`src/rtl/adc_queue_seq.sv`:
```
`timescale 1ns/1ps
module adc_queue_seq #(
  parameter int ENTRIES = 64,
  parameter int RES_W   = 10,
  parameter int CH_W    = 6,
  parameter int IST_W   = 2,
  parameter int OUT_W   = 16,
  localparam int AW     = $clog2(ENTRIES),
  localparam int PW     = AW + 1,
  localparam int CW     = CH_W + IST_W + 2
) (
  input  logic             clk,
  input  logic             rst_n,
  input  logic             cmd_we,
  input  logic [AW-1:0]    cmd_addr,
  input  logic [CW-1:0]    cmd_wdata,
  input  logic             split_we,
  input  logic [PW-1:0]    split_wdata,
  input  logic [1:0]       mode_we,
  input  logic [1:0]       mode_wdata,
  input  logic [1:0]       sw_trig,
  input  logic [1:0]       ext_trig,
  output logic             conv_start,
  output logic [CH_W-1:0]  conv_chan,
  output logic [IST_W-1:0] conv_ist,
  output logic             conv_byp,
  input  logic             conv_done,
  input  logic [RES_W-1:0] conv_result,
  input  logic [AW-1:0]    rd_addr,
  input  logic [1:0]       rd_fmt,
  output logic [OUT_W-1:0] rd_data,
  output logic [1:0]       q_active,
  output logic [1:0]       q_paused,
  output logic [1:0]       q_done
);
  localparam logic [1:0] ST_IDLE = 2'd0, ST_RUN = 2'd1, ST_PAUSE = 2'd2, ST_DONE = 2'd3;
  localparam logic [PW-1:0] TOP = PW'(ENTRIES);
  localparam int PAD = OUT_W - RES_W;

  logic [CW-1:0]    cmd_mem [ENTRIES];
  logic [RES_W-1:0] res_mem [ENTRIES];
  logic [1:0]       qst  [2];
  logic [1:0]       mode [2];
  logic [PW-1:0]    ptr  [2];
  logic [PW-1:0]    split, idx, lim, nxt;
  logic             cur, waiting, busy, in_range, eoq;
  logic [1:0]       trig, go;
  logic [CW-1:0]    cw;
  logic [RES_W-1:0] rv;

  assign busy     = (qst[0] == ST_RUN) || (qst[1] == ST_RUN);
  assign lim      = cur ? TOP : ((split < TOP) ? split : TOP);
  assign cw       = cmd_mem[idx[AW-1:0]];
  assign in_range = idx < lim;
  assign eoq      = &cw[CH_W-1:0];
  assign nxt      = idx + 1'b1;

  always_comb begin
    for (int q = 0; q < 2; q++)
      trig[q] = (mode[q][0] & sw_trig[q]) | (mode[q][1] & ext_trig[q]);
    go[0] = !busy & trig[0];
    go[1] = !busy & trig[1] & !trig[0];
  end

  assign conv_start = busy & !waiting & in_range & !eoq;
  assign conv_chan  = cw[CH_W-1:0];
  assign conv_ist   = cw[CH_W +: IST_W];
  assign conv_byp   = cw[CH_W+IST_W];

  always_ff @(posedge clk)
    if (cmd_we) cmd_mem[cmd_addr] <= cmd_wdata;

  always_ff @(posedge clk) begin
    if (!rst_n) begin
      for (int i = 0; i < ENTRIES; i++) res_mem[i] <= '0;
      for (int q = 0; q < 2; q++) begin
        qst[q]  <= ST_IDLE;
        mode[q] <= 2'b00;
        ptr[q]  <= '0;
      end
      split   <= TOP;
      idx     <= '0;
      cur     <= 1'b0;
      waiting <= 1'b0;
    end else begin
      if (split_we) split <= split_wdata;
      for (int q = 0; q < 2; q++)
        if (mode_we[q] && qst[q] != ST_RUN) mode[q] <= mode_wdata;
      if (|go) begin
        qst[go[1]] <= ST_RUN;
        cur        <= go[1];
        waiting    <= 1'b0;
        idx        <= (qst[go[1]] == ST_PAUSE) ? ptr[go[1]] : (go[1] ? split : '0);
      end else if (busy) begin
        if (!waiting) begin
          if (!in_range || eoq) qst[cur] <= ST_DONE;
          else waiting <= 1'b1;
        end else if (conv_done) begin
          res_mem[idx[AW-1:0]] <= conv_result;
          if (nxt >= lim) qst[cur] <= ST_DONE;
          else if (cw[CW-1]) begin
            qst[cur] <= ST_PAUSE;
            ptr[cur] <= nxt;
          end else begin
            idx     <= nxt;
            waiting <= 1'b0;
          end
        end
      end
    end
  end

  for (genvar g = 0; g < 2; g++) begin : g_stat
    assign q_active[g] = qst[g] == ST_RUN;
    assign q_paused[g] = qst[g] == ST_PAUSE;
    assign q_done[g]   = qst[g] == ST_DONE;
  end

  assign rv = res_mem[rd_addr];
  always_comb
    case (rd_fmt)
      2'b00:   rd_data = {{PAD{1'b0}}, rv};
      2'b01:   rd_data = {rv, {PAD{1'b0}}};
      default: rd_data = {~rv[RES_W-1], rv[RES_W-2:0], {PAD{1'b0}}};
    endcase
endmodule


```
`config.mk`:
```
export PLATFORM = sky130hd
export DESIGN_NAME = adc_queue_seq
export DESIGN_NICKNAME = d
export VERILOG_FILES = /design/src/rtl/adc_queue_seq.sv
export SDC_FILE = /design/constraint.sdc
export NUM_CORES = 2
export LEC_CHECK = 0
export ABC_AREA = 0
export BUFFER_PORTS_ARGS = -buffer_cell sky130_fd_sc_hd__buf_2
export CAP_MARGIN = 20
export CELL_PAD_IN_SITES_DETAIL_PLACEMENT = 0
export CELL_PAD_IN_SITES_GLOBAL_PLACEMENT = 2
export CORE_ASPECT_RATIO = 0.6
export CORE_MARGIN = 2
export CORE_UTILIZATION = 49
export CTS_CLUSTER_SIZE = 8
export DETAILED_ROUTE_END_ITERATION = 8
export PLACE_DENSITY_LB_ADDON = 0.1
export SLEW_MARGIN = 10
export SYNTH_ARGS = -nofsm -noshare
export SYNTH_HDL_FRONTEND = slang
export SYNTH_SLANG_ARGS = --single-unit
```
`constraint.sdc`:
```
create_clock -name clk -period 3.6 [get_ports clk]
set_input_delay 0.18 -clock clk [delete_from_list [all_inputs] [get_ports clk]]
set_output_delay 0.18 -clock clk [all_outputs]
set_load 0.02 [all_outputs]
```
==> flow_summary.json <==
{
  "cp_slowest_cell": "o211ai_1",
  "reg2reg_to": "qst[0][1]",
  "drv_cap": 0,
  "die_h_um": 267,
  "io_pins": 86,
  "netlist_area_mm2": 0.0565,
  "p_clk_share_pct": 40.2,
  "finalNonFillerCells": 5125,
  "crit_chain": "buf_12, buf_16, inv_2, mux2i_1, o211ai_1, and4_4, nand2_1, o21ai_2, nor3_2, buf_4, buf_6",
  "critical_path_buf_inv_count": 5,
  "ant_nets": 0,
  "syn_to_final_growth_pct": 16.8,
  "synth_cells": 3184,
  "fin_setup_tns_ns": -0.296,
  "cts_tree": "yes",
  "p_leak_nw": 22.7,
  "dp_cells": 4828,
  "mostFrequentLayoutCell": "edfxtp_1",
  "core_area_mm2": 0.114,
  "switching_share_pct": 24.6,
  "combPwrFrac_pct": 13.8,
  "fmax_ghz": 0.269,
  "synth-main-ff-cell": "edfxtp_1",
  "r2r_cells": 12,
  "dr_total_vias": 31377,
  "htree_levels": 4,
  "grt_remaining_overflow": 0,
  "worstHoldPathType": "in -> reg",
  "violations": "negative setup slack",
  "die-area_mm2": 0.118,
  "ff2ff_setup_slack_ns": 0.15,
  "worstHoldStart": "cmd_wdata[4]",
  "dp_hpwl_mm": 102,
  "rows": 96,
  "cp_slowest_stage_delay_ns": 0.56,
  "cp_max_fo": 27,
  "worst_setup_path_end_kind": "output pin",
  "powerDensity_mw_per_mm2": 575,
  "dp_slack_ns": 0.153,
  "hold_depth": 1,
  "wl_mm": 157,
  "finalNetCount": 3630,
  "seq_area_frac_synth_pct": 69.9,
  "p_int_mw": 28.6,
  "grt_use_total_pct": 27.0,
  "start_util_pct": 49.4,
  "yosysWarnings": 0,
  "arrival_ns": 3.53,
  "drv_slew": 0,
  "clkTransAtPathRegs_ns": 0.05,
  "setup_ws_ns": -0.112,
  "power_frac_seq_pct": 46.0,
  "fin_crit_ns": 3.71,
  "ys_types": 56,
  "grt_max_degree": 65,
  "crit_family": "buffers and inverters",
  "status": "finished with violations",
  "clkSinkCount": 1324,
  "critPathLaunchType": "flip-flop",
  "synth_edf_count": 1302,
  "worst_pin_slew_ns": 1.01,
  "vdd_drop_max_uv": 388,
  "cts-root-buf": "clkbuf_16",
  "ys_ff_latch": 1324,
  "finalHoldViolCount": 0,
  "path_class": "reg -> out",
  "antenna_found_initial": 8,
  "place_area_mm2": 0.0602,
  "final.setup_skew_ns": 0.0156,
  "post-route-period-util_pct": 103,
  "clock_latency_ns": 0.78,
  "final_cell_mix": "edfxtp_1 (1302), and2_1 (651), mux4_2 (375), buf_4 (245), clkbuf_16 (185)",
  "grt_pass1_wl_mm": 226,
  "cts_buffer_depth": 3,
  "holdPathEnd": "cmd_mem[26][4]",
  "switchingPower_mw": 9.33,
  "layout-drive-gt1-share_pct": 27.7,
  "cts_buffers": 183,
  "required_ns": 3.42,
  "wire_per_inst_um": 30.6,
  "io_buffers": 85,
  "rsz0062_at_grt": "true",
  "vias_per_cell": 6.12,
  "fin_util_pct": 57.7,
  "grt_pass1_vias": 31209,
  "relSlewSlack_pct": 32.9,
  "ys_async_sr_fraction_pct": 0,
  "setup_viol": 4,
  "place.gp.congestion": 0.889,
  "first_pass_iters": 5,
  "syn-num-nets": 3253,
  "drt_iter0_drc": 4222,
  "remaining_drc_errors": 0,
  "die_w_um": 442,
  "syn_avg_cell_area_um2": 17.8,
  "postLayoutCellArea_mm2": 0.0660
}
## kinds of logic after synthesis
family	Yosys count	share of synthesized area, %
DFF	1324	69.9
and+or+nand+nor	1001	9.97
muxes	433	16.0
buffers and inverters	237	1.85
AOI/OAI and AO/OA	165	1.76
adders and majority gates	15	0.332
xor gates and xnor gates	9	0.139
## layout make-up
type / count / area [um2]
flip-flops and latches: 1324 / 39500
repair buffers: 410 / 3550
inverters: 19 / 75.1
clock inverters: 12 / 145
well taps: 1519 / 1900
clock buffers: 212 / 4710
fillers: 8621 / 48300
diodes: 6 / 15.0
multi-input cells: 1623 / 16100
## state kept, by name, indices dropped and copies added (netlist names), named ones only
name and count:
cmd_mem 640, res_mem 640, ptr 14, idx 7, split 7, mode 4, qst 4, cur 1
waiting 1
## power groups by stage
stage	sequential [mW]	clock (mW)	combinational [mW]
after floorplan	17.7	0	2.75
final	17.5	15.2	5.24
after CTS	17.5	15.5	5.13
after global placement	17.8	0	4.69
after global routing	17.5	16.1	5.50
after detailed placement	17.8	0	4.72
## worst max path at each step
stage | start | endpoint | slack, ns | cells after the start
final | flip-flop | conv_start | -0.11 | 11
after detailed placement | flip-flop | conv_start | 0.15 | 12
after floorplan | idx[3] | ptr[1][0] | 0.50 | 12
after CTS | flip-flop | conv_start | -0.16 | 13
after global routing | flip-flop | conv_start | -0.24 | 15
after global placement | flip-flop | conv_start | 0.16 | 12
## what timing repair did
action / CTS / global route
gates cloned: 2 / 1
resized for setup: 55 / 17
endpoints found under the setup margin: 6 / 15
endpoints found under the hold margin: 158 / 14
buffers inserted: 23 / 4
hold buffers: 35 / 1
pin swaps: 4 / 3
## cell usage after synthesis (all sizes together) (2+ instances only)
cell type	instances	area share [%]
mux2	9	0.19
nand2	71	0.47
nor2b	19	0.21
a211oi	2	0.035
mux2i	49	0.87
and3	2	0.022
o221ai	4	0.062
nand4	5	0.055
ha	15	0.33
mux4	375	15
or3b	3	0.046
edfxtp	1302	69
nand3	43	0.38
o22ai	6	0.066
nand2b	6	0.066
or3	4	0.044
xor2	2	0.031
xnor2	7	0.11
or2	3	0.033
a221oi	5	0.077
inv	19	0.13
nor2	169	1.1
clkbuf	142	0.94
a21oi	16	0.14
nor4	5	0.055
a31oi	6	0.066
a21bo	2	0.035
nor3	6	0.073
and2	652	7.2
o21ai	91	0.81
nand3b	11	0.15
a311oi	4	0.062
o21a	4	0.053
dfxtp	22	0.78
a22oi	8	0.11
o211ai	6	0.080
o2111ai	3	0.046
buf	76	0.78
## stage by stage
stage	hold WS, ns	total power, mW
after floorplan	0.279	20.4
after CTS	0.00322	38.1
final	0.00939	38.0
after global routing	0.00265	39.1
after detailed placement	0.409	22.5
after global placement	0.397	22.5
## layer usage
layer	vias to the layer above	GRT usage (%)	part of all wire, %
met5	-	0	0
met2	1527	36.4	41
li1	13101	-	-
met4	0	6.73	1.7
met3	203	6.96	11
met1	16546	43.4	46
Note: power is estimated with default switching activity, not from simulation.
